--- src/rtl/mezz_pkg.sv ---
package mezz_pkg;
  localparam int NSLOT       = 4;
  localparam int SLOT_W      = $clog2(NSLOT);
  localparam int DW          = 16;
  localparam int AW          = 25;
  localparam int OFF_W       = 23;
  localparam int CFG_IW      = 7;
  localparam int CFG_LEN     = 88;
  localparam int N_ENDIAN    = 3;
  localparam logic [CFG_IW-1:0] ENDIAN_BASE = 7'h2B;
  localparam int ENDIAN_STEP = 4;

  typedef enum logic [1:0] {WIN_CFG = 2'd0, WIN_REG = 2'd1, WIN_M16 = 2'd2, WIN_M8 = 2'd3} win_e;
  typedef enum logic [1:0] {SP_IO = 2'd0, SP_ID = 2'd1, SP_INT = 2'd2, SP_MEM = 2'd3} space_e;

  typedef struct packed {
    logic [SLOT_W-1:0] slot;
    space_e            space;
    logic [OFF_W-1:0]  off;
    logic              to_slot;
  } route_t;

  function automatic logic is_endian_byte(input logic [CFG_IW-1:0] idx);
    logic hit;
    hit = 1'b0;
    for (int g = 0; g < N_ENDIAN; g++)
      if (idx == ENDIAN_BASE + CFG_IW'(ENDIAN_STEP * g)) hit = 1'b1;
    return hit;
  endfunction

  function automatic logic [7:0] cfg_const(input logic [CFG_IW-1:0] idx);
    logic [31:0] t;
    logic [7:0]  v;
    t = 32'(int'(idx) * 37 + 11);
    v = (int'(idx) < CFG_LEN) ? t[7:0] : 8'h00;
    if (is_endian_byte(idx)) v[0] = 1'b0;
    return v;
  endfunction

  function automatic logic [DW-1:0] lane_fix(input logic [DW-1:0] d, input logic half,
                                            input logic swap);
    if (!half) return {8'h00, d[7:0]};
    return swap ? {d[7:0], d[15:8]} : d;
  endfunction
endpackage

--- src/rtl/mezz_cfg_regs.sv ---
module mezz_cfg_regs
  import mezz_pkg::*;
(
  input  logic              clk,
  input  logic              rst_n,
  input  logic              wr_en,
  input  logic [CFG_IW-1:0] idx,
  input  logic              wbit,
  output logic [N_ENDIAN-1:0] be,
  output logic [7:0]        rd_byte
);
  for (genvar g = 0; g < N_ENDIAN; g++) begin : g_bit
    localparam logic [CFG_IW-1:0] LOC = ENDIAN_BASE + CFG_IW'(ENDIAN_STEP * g);
    always_ff @(posedge clk) begin
      if (!rst_n)                  be[g] <= 1'b0;
      else if (wr_en && idx == LOC) be[g] <= wbit;
    end
  end

  always_comb begin
    rd_byte = cfg_const(idx);
    for (int g = 0; g < N_ENDIAN; g++)
      if (idx == ENDIAN_BASE + CFG_IW'(ENDIAN_STEP * g)) rd_byte[0] = be[g];
  end

  // endian bits only move on a configuration write
  a_r7_bits_hold: assert property (@(posedge clk) disable iff (!rst_n)
    !wr_en |=> $stable(be));
endmodule

--- src/rtl/mezz_win_decode.sv ---
module mezz_win_decode
  import mezz_pkg::*;
(
  input  win_e             win,
  input  logic [AW-1:0]    addr,
  input  logic             half,
  input  logic             be_reg,
  input  logic             be_m16,
  input  logic [NSLOT-1:0] present,
  output route_t           rt,
  output logic             swap
);
  logic [AW-1:0] a;
  logic          legal;

  always_comb begin
    a      = addr;
    legal  = 1'b1;
    rt     = '0;
    swap   = 1'b0;
    unique case (win)
      WIN_REG: begin
        if (be_reg && !half) a[0] = ~a[0];
        swap    = be_reg && half;
        rt.slot = a[9:8];
        unique case (a[7:6])
          2'd2:    begin rt.space = SP_ID;  rt.off = {{(OFF_W-6){1'b0}}, a[5:0]}; end
          2'd3:    begin rt.space = SP_INT; rt.off = {{(OFF_W-6){1'b0}}, a[5:0]}; end
          default: begin rt.space = SP_IO;  rt.off = {{(OFF_W-7){1'b0}}, a[6:0]}; end
        endcase
      end
      WIN_M16: begin
        if (be_m16 && !half) a[0] = ~a[0];
        swap     = be_m16 && half;
        rt.slot  = a[24:23];
        rt.space = SP_MEM;
        rt.off   = a[OFF_W-1:0];
      end
      WIN_M8: begin
        rt.slot  = a[23:22];
        rt.space = SP_MEM;
        rt.off   = {1'b0, a[21:0]};
        legal    = !half;
      end
      default: legal = 1'b0;
    endcase
    rt.to_slot = legal && present[rt.slot];
  end
endmodule

--- src/rtl/mezz_slot_bridge.sv ---
module mezz_slot_bridge
  import mezz_pkg::*;
(
  input  logic                clk,
  input  logic                rst_n,
  input  logic                req_valid,
  input  logic [1:0]          req_win,
  input  logic                req_we,
  input  logic                req_half,
  input  logic [AW-1:0]       req_addr,
  input  logic [DW-1:0]       req_wdata,
  output logic                req_ready,
  output logic [DW-1:0]       rsp_rdata,
  input  logic [NSLOT-1:0]    slot_present,
  output logic [NSLOT-1:0]    slot_sel,
  output logic                slot_we,
  output logic                slot_byte,
  output logic [1:0]          slot_space,
  output logic [OFF_W-1:0]    slot_addr,
  output logic [DW-1:0]       slot_wdata,
  input  logic [NSLOT-1:0]    slot_ack,
  input  logic [NSLOT*DW-1:0] slot_rdata
);
  typedef enum logic [1:0] {ST_IDLE, ST_WAIT, ST_DONE} st_e;
  st_e state;

  win_e                win;
  route_t              rt;
  logic                swap_now, swap_q;
  logic [SLOT_W-1:0]   slot_q;
  logic [N_ENDIAN-1:0] be;
  logic [7:0]          cfg_byte;
  logic                accept, cfg_wr, ack_hit;
  logic [DW-1:0]       lane_rd;

  assign win      = win_e'(req_win);
  assign accept   = (state == ST_IDLE) && req_valid;
  assign cfg_wr   = accept && (win == WIN_CFG) && req_we;
  assign ack_hit  = (state == ST_WAIT) && slot_ack[slot_q];
  assign lane_rd  = slot_rdata[slot_q*DW +: DW];
  assign req_ready = (state == ST_DONE);

  mezz_cfg_regs u_cfg (
    .clk(clk), .rst_n(rst_n), .wr_en(cfg_wr), .idx(req_addr[CFG_IW-1:0]),
    .wbit(req_wdata[0]), .be(be), .rd_byte(cfg_byte)
  );

  mezz_win_decode u_dec (
    .win(win), .addr(req_addr), .half(req_half), .be_reg(be[1]), .be_m16(be[2]),
    .present(slot_present), .rt(rt), .swap(swap_now)
  );

  always_ff @(posedge clk) begin
    if (!rst_n) begin
      state      <= ST_IDLE;
      slot_sel   <= '0;
      slot_we    <= 1'b0;
      slot_byte  <= 1'b0;
      slot_space <= '0;
      slot_addr  <= '0;
      slot_wdata <= '0;
      slot_q     <= '0;
      swap_q     <= 1'b0;
      rsp_rdata  <= '0;
    end else begin
      unique case (state)
        ST_IDLE: if (req_valid) begin
          if (rt.to_slot) begin
            slot_sel   <= NSLOT'(1) << rt.slot;
            slot_we    <= req_we;
            slot_byte  <= !req_half;
            slot_space <= rt.space;
            slot_addr  <= rt.off;
            slot_wdata <= lane_fix(req_wdata, req_half, swap_now);
            slot_q     <= rt.slot;
            swap_q     <= swap_now;
            state      <= ST_WAIT;
          end else begin
            rsp_rdata <= (win == WIN_CFG && !req_we) ? {8'h00, cfg_byte} : '0;
            state     <= ST_DONE;
          end
        end
        ST_WAIT: if (ack_hit) begin
          rsp_rdata <= lane_fix(lane_rd, !slot_byte, swap_q);
          slot_sel  <= '0;
          state     <= ST_DONE;
        end
        default: state <= ST_IDLE;
      endcase
    end
  end

  // at most one slot requested
  a_r9_onehot: assert property (@(posedge clk) disable iff (!rst_n) $onehot0(slot_sel));
  // no request to an empty slot
  a_r8_absent: assert property (@(posedge clk) disable iff (!rst_n)
    (slot_sel & ~slot_present) == '0);
  // completion is a single-cycle pulse
  a_r9_pulse: assert property (@(posedge clk) disable iff (!rst_n) req_ready |=> !req_ready);
  // request held until its own slot acknowledges
  a_r10_hold: assert property (@(posedge clk) disable iff (!rst_n)
    ((slot_sel != '0) && ((slot_sel & slot_ack) == '0)) |=> $stable(slot_sel));
  // a slot-path completion follows an acknowledge from that slot
  a_r9_ack_first: assert property (@(posedge clk) disable iff (!rst_n)
    (req_ready && $past(slot_sel != '0)) |-> $past((slot_sel & slot_ack) != '0));
  // halfword into the byte window never reaches a slot
  a_r4_m8_half: assert property (@(posedge clk) disable iff (!rst_n)
    (accept && win == WIN_M8 && req_half) |=> (slot_sel == '0));
endmodule

--- config.mk ---
export PLATFORM = sky130hd
export DESIGN_NAME = mezz_slot_bridge
export DESIGN_NICKNAME = d
export VERILOG_FILES = /design/src/rtl/mezz_pkg.sv /design/src/rtl/mezz_cfg_regs.sv /design/src/rtl/mezz_win_decode.sv /design/src/rtl/mezz_slot_bridge.sv
export SDC_FILE = /design/constraint.sdc
export NUM_CORES = 1
export LEC_CHECK = 0
export BUFFER_PORTS_ARGS = -buffer_cell sky130_fd_sc_hd__buf_2
export CAP_MARGIN = 0
export CORE_MARGIN = 2
export CORE_UTILIZATION = 35
export CTS_CLUSTER_SIZE = 25
export DETAILED_ROUTE_END_ITERATION = 12
export PLACE_DENSITY = 0.69
export SETUP_SLACK_MARGIN = 0.15
export SYNTH_ARGS = -nofsm -noshare
export SYNTH_HDL_FRONTEND = slang
export SYNTH_SLANG_ARGS = --single-unit
--- constraint.sdc ---
create_clock -name clk -period 9.25 [get_ports clk]
set_input_delay 2.775 -clock clk [delete_from_list [all_inputs] [get_ports clk]]
set_output_delay 2.775 -clock clk [all_outputs]
set_load 0.02 [all_outputs]
* After elaboration in Yosys (flattened, before gate mapping)
Cells that the tools add are included.
Widths: inputs -> output; s select.
** Word-level totals
- Bits in registers :: 71
- Bits of input ports :: 120
- Word-level logic and storage cells :: 104
** Cells by class
- Multiplexer cells :: 46
- Eq/ne operators :: 14
- $mul :: 1
- Add/subtract/negate cells :: 1
- Reductions and logical operators :: 23
- Shift operators :: 2
- Magnitude comparators :: 3
- Bitwise gates (word level) :: 1
** Operators by type and width (number)
- $mux 16 :: 9
- $pmux 27 s3 :: 1
- $shiftx 64x7->16 :: 1
- $pmux 25 s2 :: 1
- $pmux 16 s2 :: 1
- $eq 7x6->1 const B :: 3
- $mux 1 :: 20
- $mux 8 :: 2
- $logic_and 1x1->1 :: 13
- $mux 4 :: 3
- $eq 2x2->1 const B :: 5
- $add 8x5->8 const B :: 1
- $mul 7x6->8 const B :: 1
- $ne 2x2->1 const B :: 4
- $pmux 4 s2 :: 1
- $reduce_and 4->1 :: 2
- $lt 7x7->1 const B :: 1
- $lt 2x3->1 const B :: 2
- $mux 2 :: 3
- $bmux 1 s2 :: 2
- $eq 2x1->1 const B :: 2
- $logic_not 2->1 :: 2
- $pmux 1 s2 :: 2
- $pmux 2 s2 :: 1
- 7 further kinds :: 8

* Logic depth before layout (Yosys ltp)
Gate-level depths: netlist of the first run.
- Depth after elaboration :: 13
- Depth in mapped cells :: 11

* By module
Synthesis of the first run repeated with hierarchy kept, for this count alone.
** Unflattened totals
- Cell total of the unflattened synthesis :: 490
- Area, all modules :: 4310.4 um^2
** Modules (own cells, without submodules)
- mezz_slot_bridge :: times used 1, sequential area each 1361.3 um^2, area an instance 3221.8 um^2, cells an instance 352
- mezz_cfg_regs :: times used 1, sequential area each 60.1 um^2, area an instance 691.9 um^2, cells an instance 77
- mezz_win_decode :: times used 1, sequential area each 0.0 um^2, area an instance 396.6 um^2, cells an instance 61

* Worst setup path after synthesis of the first run
Ideal clock, no wire load.
- Kind :: input port to flip-flop
- From :: in req_addr[4]
- To :: reg rsp_rdata[7]
- Arrival time :: 5.270 ns
- Stages :: 11
- Required time :: 9.170 ns
- Setup slack :: 3.900 ns
- Path through :: ha_1 > ha_1 > inv_1 > fa_1 > inv_1 > ha_1 > ha_1 > a21oi_1 > a21oi_1 > o32a_1 > a211oi_2
** On the way
- Word-level cells in the longest chain between the ends :: 7
- Elaborated cells between the ends (all ways) :: 8
- Classes of those cells :: add/sub: 1; mul: 1; order compare: 1; mux: 5
** Ends and longest elaborated chain
- start, declared :: line mezz_slot_bridge.sv:10 : input logic [AW-1:0] req_addr,
- $mul 7x6->8 :: line mezz_pkg.sv:34 : t = 32'(int'(idx) * 37 + 11);
- $add 8x5->8 :: line mezz_pkg.sv:34
- $mux 8 (*) :: line mezz_pkg.sv:35 : v = (int'(idx) < CFG_LEN) ? t[7:0] : 8'h00;
- $mux 8 (*) :: line mezz_slot_bridge.sv:79 : rsp_rdata <= (win == WIN_CFG && !req_we) ? {8'h00, cfg_byte} : '0;
- $mux 16 (*) :: line mezz_slot_bridge.sv:68 : if (rt.to_slot) begin
- $mux 16 (*) :: line mezz_slot_bridge.sv:67 : ST_IDLE: if (req_valid) begin
- $pmux 16 s2 (*) :: line mezz_slot_bridge.sv:66 : unique case (state)
- end signal, assigned :: line mezz_slot_bridge.sv:79
- end signal, assigned :: line mezz_slot_bridge.sv:84 : rsp_rdata <= lane_fix(lane_rd, !slot_byte, swap_q);
- end, declared :: line mezz_slot_bridge.sv:13 : output logic [DW-1:0] rsp_rdata,
Mark *: on every way between the ends. The rest lies on a longest branch, timed or not. The select of a mux whose other input is x is not followed.
A chain may end at the register's enable or synchronous reset.

* Worst setup path in the final report of the first run
- From :: in req_win[0]
- To :: reg slot_wdata[13]
** On the way
- Word-level cells in the longest chain between the ends :: 6
- Elaborated cells between the ends (all ways) :: 13
- Classes of those cells :: eq/ne: 3; mux: 7; reduce/logical: 3
** Ends and longest elaborated chain
- start, declared :: line mezz_slot_bridge.sv:7 : input logic [1:0] req_win,
- $eq 2x2->1 or $eq 2x1->1 (tied branches) :: line mezz_win_decode.sv:21 : unique case (win)
- $pmux 27 s3 :: line mezz_win_decode.sv:21
- $bmux 1 s2 :: line mezz_win_decode.sv:47 : rt.to_slot = legal && present[rt.slot];
- $mux 1 (implied by the code) :: line mezz_win_decode.sv:47
- $logic_and 1x1->1 :: line mezz_win_decode.sv:47
- $reduce_and 3->1 (no source line)
- end signal, assigned :: line mezz_slot_bridge.sv:74 : slot_wdata <= lane_fix(req_wdata, req_half, swap_now);
- end, declared :: line mezz_slot_bridge.sv:20 : output logic [DW-1:0] slot_wdata,
Several ways; a longest one is shown, not always the timed one. The select of a mux whose other input is x is not followed.

==> results of run 1 <==
cell families after synthesis:
group	after synthesis	share of synthesized area, %
compound gates	157	23.7
xor+xnor	8	1.79
fa+ha+maj	26	7.28
buf+inv	69	6.61
flops	71	30.4
mux	52	15.8
simple gates	123	14.4
routing by layer:
| layer | global-route usage [%] | up-vias |
|---|---|---|
| li1 | - | 2197 |
| met1 | 24.0 | 2249 |
| met2 | 35.7 | 224 |
| met3 | 7.18 | 17 |
| met4 | 5.37 | 0 |
| met5 | 0 | - |
power by group:
part	switching, W	internal, W
clock network	0.000128	0.000189
logic	0.000134	0.0000906
registers	0.0000111	0.000320
total	0.000273	0.000599
metrics by stage:
step           cell area, um2  setup WS [ps]  hold slack [ps]  instances
5_1_grt                  5890           2940              485        837
4_1_cts                  5890           3290              466        836
2_1_floorplan            4670           3900              456        506
6_report                 5890           3260              464        837
3_5_place_dp             5620           2960              458        820
3_3_place_gp             5620           3120              450        820
worst max-delay path, stage by stage:
cell and delay (ps):
buf_2 110, inv_1 70, ha_1 310, a222oi_1 880, mux2_2 430, o211ai_2 930, nor2_2 380, o211a_1 320
cell usage in the layout (no fill, tap or decap), types with 20 or more instances in the layout:
cell type / count
buf_2: 183
dfxtp_1: 71
a21oi_1: 51
o21ai_0: 32
mux2i_1: 31
nand4_1: 25
ha_1: 24
nand2_1: 23
inv_1: 20
worst max-delay path by stage:
stage | end | slack [ps]
6_report | slot_wdata[13]$_SDFFE_PN0P_ | 3260
5_1_grt | slot_wdata[14]$_SDFFE_PN0P_ | 2940
4_1_cts | slot_wdata[5]$_SDFFE_PN0P_ | 3290
3_5_place_dp | slot_wdata[5]$_SDFFE_PN0P_ | 2960
3_3_place_gp | slot_wdata[3]$_SDFFE_PN0P_ | 3120
2_1_floorplan | rsp_rdata[7]$_SDFFE_PN0P_ | 3900
area by class of cell:
class / instances / area share (%)
Clock inverter: 3 / 0.319
Clock buffer: 13 / 4.25
Timing Repair Buffer: 187 / 16.1
Sequential cell: 71 / 24.1
Antenna cell: 1 / 0.0425
Inverter: 20 / 1.27
Tap cell: 176 / 3.74
Multi-Input combinational cell: 366 / 50.2
==> flow_summary.html, run 1 <==
<table>
<tr><th>Metric</th><th>Value</th></tr>
<tr><th colspan="2">Logic synthesis</th></tr>
<tr><td>Leading cell type by number of instances after synthesis</td><td>dfxtp_1</td></tr>
<tr><td>Leading cell types by count after synthesis</td><td>dfxtp_1 (71), a21oi_1 (51), o21ai_0 (32)</td></tr>
<tr><td>Post-synthesis sequential area ratio</td><td>30.4%</td></tr>
<tr><td>Leading cell types by total area after synthesis</td><td>dfxtp_1 (30%), mux4_2 (8.2%), mux2i_1 (6.6%), ha_1 (6.4%), a21oi_1 (5.5%)</td></tr>
<tr><td>Area share of the leading cell type in the synthesized netlist</td><td>30.4%</td></tr>
<tr><td>Async SR Flop Fraction</td><td>0%</td></tr>
<tr><td>Count of flip-flops with a built-in enable after synthesis</td><td>0</td></tr>
<tr><td>Most frequently used flop master after synthesis</td><td>dfxtp_1</td></tr>
<tr><td>Post-synthesis instance area</td><td>4670 um2</td></tr>
<tr><td>Number of distinct library cells after synthesis</td><td>61</td></tr>
<tr><td>Mapped Avg Cell Area</td><td>9.24 um2</td></tr>
<tr><td>Number of nets in the synthesized netlist</td><td>652</td></tr>
<tr><td>Number of flip-flops and latches in the synthesized netlist</td><td>71</td></tr>
<tr><td>Cell type with the highest aggregate area in the netlist</td><td>dfxtp_1</td></tr>
<tr><td>Count of synthesis-stage warnings from yosys</td><td>0</td></tr>
<tr><td>Number of instances in the synthesized netlist</td><td>506</td></tr>
<tr><th colspan="2">Routing</th></tr>
<tr><td>Met1 layer wirelength in the final routing</td><td>6040 um</td></tr>
<tr><td>1st-pass router iterations</td><td>5</td></tr>
<tr><td>Via Count</td><td>4687</td></tr>
<tr><td>Wire length per cell after detailed routing</td><td>18.0 um</td></tr>
<tr><td>DR iter-0 viols</td><td>294</td></tr>
<tr><td>Metal2 WL</td><td>7380 um</td></tr>
<tr><td>Vias per Instance</td><td>5.60</td></tr>
<tr><td>Antenna Violating Nets Remaining</td><td>0</td></tr>
<tr><td>Max layer used</td><td>met4</td></tr>
<tr><td>Final WL</td><td>15000 um</td></tr>
<tr><td>DRC errors left</td><td>0</td></tr>
<tr><td>Wire length on met3</td><td>1430 um</td></tr>
<tr><th colspan="2">Clocking</th></tr>
<tr><td>Clock tree from TritonCTS</td><td>yes</td></tr>
<tr><td>Number of buffers created by CTS</td><td>9</td></tr>
<tr><td>Skew-Pair Late Insertion Delay</td><td>330 ps</td></tr>
<tr><td>Count of H-tree levels built during CTS</td><td>3</td></tr>
<tr><td>Number of buffers on the longest clock path</td><td>2</td></tr>
<tr><td>Number of buffers added for setup after CTS</td><td>0</td></tr>
<tr><td>Post_cts resized</td><td>0</td></tr>
<tr><td>Total of hold buffers inserted after clock tree synthesis</td><td>0</td></tr>
<tr><td>CTS root buf</td><td>clkbuf_16</td></tr>
<tr><td># clock sinks</td><td>71</td></tr>
<tr><td>Clock transition at the register clock pins on the worst setup and hold paths after CTS</td><td>60 ps</td></tr>
<tr><th colspan="2">Setup path</th></tr>
<tr><td>Startpoint of the worst setup timing path</td><td>req_win[0]</td></tr>
<tr><td>Data arrival time of the critical path</td><td>6220 ps</td></tr>
<tr><td>Critical path class</td><td>in -&gt; reg</td></tr>
<tr><td>Reg2Reg Setup Slack</td><td>6490 ps</td></tr>
<tr><td>Peak fanout along the critical path</td><td>32</td></tr>
<tr><td>RR Endpoint</td><td>rsp_rdata[5]$_SDFFE_PN0P_</td></tr>
<tr><td>Worst r2r src</td><td>slot_q[1]$_SDFFE_PN0P_</td></tr>
<tr><td>Kind of launch point of the worst setup path</td><td>input port</td></tr>
<tr><td>Data required time of the worst path</td><td>9470 ps</td></tr>
<tr><td>Crit. End Element</td><td>register</td></tr>
<tr><td>Depth of the worst register-to-register path</td><td>5</td></tr>
<tr><th colspan="2">Pwr</th></tr>
<tr><td>Post-route total power</td><td>0.000873 W</td></tr>
<tr><td>Largest vdd supply drop</td><td>0.102 mV</td></tr>
<tr><td>Power density over cell area</td><td>148 nW/um2</td></tr>
<tr><td>Leakage power</td><td>2.69 nW</td></tr>
<tr><th colspan="2">STA</th></tr>
<tr><td>RSZ-0062 raised after global routing</td><td>false</td></tr>
<tr><td>Total Negative Setup Slacks</td><td>0 ps</td></tr>
<tr><td>Count of endpoints failing hold in the final timing report</td><td>0</td></tr>
<tr><td>Least-Margin Pin Slew</td><td>1210 ps</td></tr>
<tr><td>Max-Slew Margin vs Limit</td><td>19.0%</td></tr>
<tr><td>Ratio of final minimum period to clock period</td><td>64.8%</td></tr>
<tr><td>Achievable Freq</td><td>167 MHz</td></tr>
<tr><td>Min Clock Period, post-route</td><td>5990 ps</td></tr>
<tr><td>Total setup violations reported at the end of the flow</td><td>0</td></tr>
<tr><td>Final setup skew</td><td>9.93 ps</td></tr>
<tr><td>Number of max-slew violations in the final report</td><td>0</td></tr>
<tr><th colspan="2">Hold path</th></tr>
<tr><td>Cell depth of the worst hold path</td><td>2</td></tr>
<tr><td>Launch point of the worst hold path</td><td>slot_sel[1]$_SDFFE_PN0P_</td></tr>
<tr><td>Worst hold path class</td><td>reg -&gt; reg</td></tr>
<tr><td>Hold path endpoint</td><td>slot_sel[1]$_SDFFE_PN0P_</td></tr>
<tr><th colspan="2">Global routing</th></tr>
<tr><td>Remaining Overflow, GRT</td><td>0</td></tr>
<tr><td>Maximum number of pins on one net before global-route repair</td><td>48</td></tr>
<tr><td>Via count of the first global-routing pass</td><td>4641</td></tr>
<tr><td>GRT Util Overall</td><td>20.5%</td></tr>
<tr><td>Number of antenna violations at the first check in global routing</td><td>1</td></tr>
<tr><td>First-pass GRT wire length</td><td>23600 um</td></tr>
<tr><th colspan="2">Floorplan</th></tr>
<tr><td>Die span in x</td><td>120 um</td></tr>
<tr><td>Standard-cell rows</td><td>42</td></tr>
<tr><td>Total die area</td><td>14300 um2</td></tr>
<tr><td>Effective utilization at floorplan</td><td>35.6%</td></tr>
<tr><td>Count of boundary I/O pins</td><td>184</td></tr>
<tr><td>Die Height</td><td>120 um</td></tr>
<tr><td>Core outline area</td><td>13100 um2</td></tr>
<tr><th colspan="2">Finish</th></tr>
<tr><td>Max FFs per register</td><td>23</td></tr>
<tr><td>Utilization of the core after routing</td><td>44.8%</td></tr>
<tr><td>Number of nets in the layout</td><td>801</td></tr>
<tr><td>Share of layout cells above drive strength 1</td><td>36.5%</td></tr>
<tr><td>Sequential cell area</td><td>1420 um2</td></tr>
<tr><td>Area taken by multi-input logic gates</td><td>2950 um2</td></tr>
<tr><td>Register with the most flip-flops</td><td>slot_addr</td></tr>
<tr><td>P&amp;R area growth vs syn</td><td>26.0%</td></tr>
<tr><td>Top flop regs</td><td>slot_addr x23, rsp_rdata x16, slot_wdata x16</td></tr>
<tr><td>Final-layout fill cell count</td><td>1309</td></tr>
<tr><th colspan="2">Placed design</th></tr>
<tr><td>Final weighted congestion in routability-driven placement</td><td>0.873</td></tr>
<tr><td>Detailed-placement wirelength estimate</td><td>11200 um</td></tr>
<tr><td>Buffers on Ports</td><td>183</td></tr>
<tr><th colspan="2">Status</th></tr>
<tr><td>Result of the run</td><td>finished clean</td></tr>
<tr><th colspan="2">Run</th></tr>
<tr><td>Maxcap violations</td><td>0</td></tr>
</table>
Note: power is estimated with default switching activity, not from simulation.
==> run 2: changes to the inputs <==
clock period = 6.1 ns   (was 9.25 ns; I/O delays follow)
==> flow_summary.html, run 2 (same netlist as run 1, synthesis figures left out) <==
<table>
<tr><th>Metric</th><th>Value</th></tr>
<tr><th colspan="2">Routing</th></tr>
<tr><td>Vias per Instance</td><td>5.54 (-1.1%)</td></tr>
<tr><td>Wire length per cell after detailed routing</td><td>17.8 um (-0.84%)</td></tr>
<tr><td>Final WL</td><td>14900 um (-0.84%)</td></tr>
<tr><td>Via Count</td><td>4635 (-1.1%)</td></tr>
<tr><td>DRC errors left</td><td>0 (unchanged)</td></tr>
<tr><td>DR iter-0 viols</td><td>237 (-19%)</td></tr>
<tr><td>Antenna Violating Nets Remaining</td><td>0 (unchanged)</td></tr>
<tr><td>1st-pass router iterations</td><td>6 (+1)</td></tr>
<tr><th colspan="2">Status</th></tr>
<tr><td>Result of the run</td><td>finished clean</td></tr>
<tr><th colspan="2">Floorplan</th></tr>
<tr><td>Total die area</td><td>14300 um2 (unchanged)</td></tr>
<tr><td>Standard-cell rows</td><td>42 (unchanged)</td></tr>
<tr><td>Die span in x</td><td>120 um (unchanged)</td></tr>
<tr><td>Effective utilization at floorplan</td><td>35.6% (unchanged)</td></tr>
<tr><td>Core outline area</td><td>13100 um2 (unchanged)</td></tr>
<tr><td>Die Height</td><td>120 um (unchanged)</td></tr>
<tr><td>Count of boundary I/O pins</td><td>184 (unchanged)</td></tr>
<tr><th colspan="2">Global routing</th></tr>
<tr><td>Remaining Overflow, GRT</td><td>0 (unchanged)</td></tr>
<tr><td>GRT Util Overall</td><td>20.2% (-0.32 points)</td></tr>
<tr><td>First-pass GRT wire length</td><td>23300 um (-0.88%)</td></tr>
<tr><td>Via count of the first global-routing pass</td><td>4568 (-1.6%)</td></tr>
<tr><td>Number of antenna violations at the first check in global routing</td><td>0 (-1)</td></tr>
<tr><td>Maximum number of pins on one net before global-route repair</td><td>48 (unchanged)</td></tr>
<tr><th colspan="2">Hold path</th></tr>
<tr><td>Hold path endpoint</td><td>slot_sel[0]$_SDFFE_PN0P_</td></tr>
<tr><td>Launch point of the worst hold path</td><td>slot_sel[0]$_SDFFE_PN0P_</td></tr>
<tr><td>Cell depth of the worst hold path</td><td>2 (unchanged)</td></tr>
<tr><td>Worst hold path class</td><td>reg -&gt; reg</td></tr>
<tr><th colspan="2">STA</th></tr>
<tr><td>Count of endpoints failing hold in the final timing report</td><td>0 (unchanged)</td></tr>
<tr><td>Ratio of final minimum period to clock period</td><td>76.7%</td></tr>
<tr><td>Total setup violations reported at the end of the flow</td><td>0 (unchanged)</td></tr>
<tr><td>Least-Margin Pin Slew</td><td>1080 ps (-130 ps)</td></tr>
<tr><td>Number of max-slew violations in the final report</td><td>0 (unchanged)</td></tr>
<tr><td>Total Negative Setup Slacks</td><td>0 ps (unchanged)</td></tr>
<tr><td>Max-Slew Margin vs Limit</td><td>27.7% (+8.6 points)</td></tr>
<tr><td>Final setup skew</td><td>4.67 ps (-5.25 ps)</td></tr>
<tr><td>RSZ-0062 raised after global routing</td><td>false</td></tr>
<tr><td>Min Clock Period, post-route</td><td>4680 ps</td></tr>
<tr><td>Achievable Freq</td><td>214 MHz</td></tr>
<tr><th colspan="2">Clocking</th></tr>
<tr><td>CTS root buf</td><td>clkbuf_16</td></tr>
<tr><td>Clock transition at the register clock pins on the worst setup and hold paths after CTS</td><td>50 ps (about the same)</td></tr>
<tr><td>Total of hold buffers inserted after clock tree synthesis</td><td>0 (unchanged)</td></tr>
<tr><td>Count of H-tree levels built during CTS</td><td>3 (unchanged)</td></tr>
<tr><td># clock sinks</td><td>71 (unchanged)</td></tr>
<tr><td>Number of buffers added for setup after CTS</td><td>0 (unchanged)</td></tr>
<tr><td>Skew-Pair Late Insertion Delay</td><td>330 ps (about the same)</td></tr>
<tr><td>Clock tree from TritonCTS</td><td>yes</td></tr>
<tr><td>Post_cts resized</td><td>0 (unchanged)</td></tr>
<tr><td>Number of buffers created by CTS</td><td>9 (unchanged)</td></tr>
<tr><td>Number of buffers on the longest clock path</td><td>2 (unchanged)</td></tr>
<tr><th colspan="2">Setup path</th></tr>
<tr><td>Worst r2r src</td><td>slot_q[1]$_SDFFE_PN0P_</td></tr>
<tr><td>Peak fanout along the critical path</td><td>26 (-19%)</td></tr>
<tr><td>Depth of the worst register-to-register path</td><td>5 (unchanged)</td></tr>
<tr><td>Crit. End Element</td><td>register</td></tr>
<tr><td>Data arrival time of the critical path</td><td>4900 ps (-1320 ps)</td></tr>
<tr><td>Data required time of the worst path</td><td>6330 ps (-3140 ps)</td></tr>
<tr><td>Kind of launch point of the worst setup path</td><td>input port</td></tr>
<tr><td>Critical path class</td><td>in -&gt; reg</td></tr>
<tr><td>RR Endpoint</td><td>rsp_rdata[5]$_SDFFE_PN0P_</td></tr>
<tr><td>Reg2Reg Setup Slack</td><td>3350 ps (-3140 ps)</td></tr>
<tr><th colspan="2">Finish</th></tr>
<tr><td>Final-layout fill cell count</td><td>1279 (-2.3%)</td></tr>
<tr><td>Register with the most flip-flops</td><td>slot_addr</td></tr>
<tr><td>P&amp;R area growth vs syn</td><td>26.1% (about the same)</td></tr>
<tr><td>Total inserted antenna cells</td><td>0 (-1)</td></tr>
<tr><td>Share of layout cells above drive strength 1</td><td>36.5% (-0.055 points)</td></tr>
<tr><td>Post-route cell area</td><td>5890 um2 (about the same)</td></tr>
<tr><td>Leading cell type in the layout, fill and taps excluded</td><td>buf_2</td></tr>
<tr><td>Number of nets in the layout</td><td>803 (+0.25%)</td></tr>
<tr><td>Highest-count cells in the layout ignoring fill and taps</td><td>buf_2 (183), dfxtp_1 (71), a21oi_1 (51), o21ai_0 (32), mux2i_1 (31)</td></tr>
<tr><td>Top flop regs</td><td>slot_addr x23, rsp_rdata x16, slot_wdata x16</td></tr>
<tr><td>Max FFs per register</td><td>23 (unchanged)</td></tr>
<tr><th colspan="2">Pwr</th></tr>
<tr><td>Power density over cell area</td><td>223 nW/um2 (+51%)</td></tr>
<tr><td>Leakage power</td><td>2.69 nW (about the same)</td></tr>
<tr><td>Largest vdd supply drop</td><td>0.179 mV (+76%)</td></tr>
<tr><td>Post-route total power</td><td>0.00131 W (+51%)</td></tr>
<tr><th colspan="2">Placed design</th></tr>
<tr><td>Final weighted congestion in routability-driven placement</td><td>0.806 (-7.7%)</td></tr>
<tr><td>Detailed-placement wirelength estimate</td><td>11200 um (-0.38%)</td></tr>
<tr><td>Buffers on Ports</td><td>183 (unchanged)</td></tr>
<tr><td>Placed Area</td><td>5630 um2 (+0.27%)</td></tr>
<tr><th colspan="2">Run</th></tr>
<tr><td>Maxcap violations</td><td>0 (unchanged)</td></tr>
</table>
run 2: worst max-delay path by stage:
stage                     start                     endpoint  slack [ps]  cells past startpoint
floorplan           req_addr[4]    rsp_rdata[7]$_SDFFE_PN0P_        1700                     11
CTS                  req_win[0]  slot_wdata[13]$_SDFFE_PN0P_        1470                      9
global placement     req_win[0]   slot_wdata[6]$_SDFFE_PN0P_        1310                      8
global route         req_win[0]  slot_wdata[11]$_SDFFE_PN0P_        1210                      9
finish               req_win[0]  slot_wdata[13]$_SDFFE_PN0P_        1420                      9
detailed placement   req_win[0]  slot_wdata[13]$_SDFFE_PN0P_        1140                      9
run 2: area by class of cell:
type                    instances  area [um2]  area share [%]
well taps                     176         220            3.74
repair buffers                189         961            16.3
inverters                      20        75.1            1.27
flip-flops and latches         71        1420            24.1
multi-input cells             366        2950            50.1
clock inverters                 1        5.00          0.0850
clock buffers                  14         254            4.31
run 2: critical path: stages:
cell,delay (ps)
buf_2,100
inv_1,80
ha_1,320
a222oi_1,900
mux2_2,330
o211a_1,590
buf_4,410
o2111ai_1,160
o211a_1,170
run 2: through the flow:
step / instances / hold WS [ps] / worst slack [ps] / util [%]
2_1_floorplan: 506 / 456 / 1700 / -
3_3_place_gp: 822 / 447 / 1310 / 42.9
3_5_place_dp: 822 / 456 / 1140 / 42.9
4_1_cts: 837 / 464 / 1470 / 44.8
5_1_grt: 837 / 494 / 1210 / 44.8
6_report: 837 / 458 / 1420 / 44.8
run 2: routing by layer:
layer | vias up | part of all wire, % | track usage, %
li1 | 2213 | - | -
met1 | 2203 | 41 | 23.7
met2 | 210 | 48 | 35.6
met3 | 9 | 9.5 | 7.03
met4 | 0 | 0.75 | 4.49
met5 | - | 0 | 0
run 2: report_power, final:
| group | switching (W) | total, W | internal (W) |
|---|---|---|---|
| logic | 0.000203 | 0.000342 | 0.000139 |
| clock network | 0.000186 | 0.000470 | 0.000284 |
| registers | 0.0000162 | 0.000502 | 0.000486 |
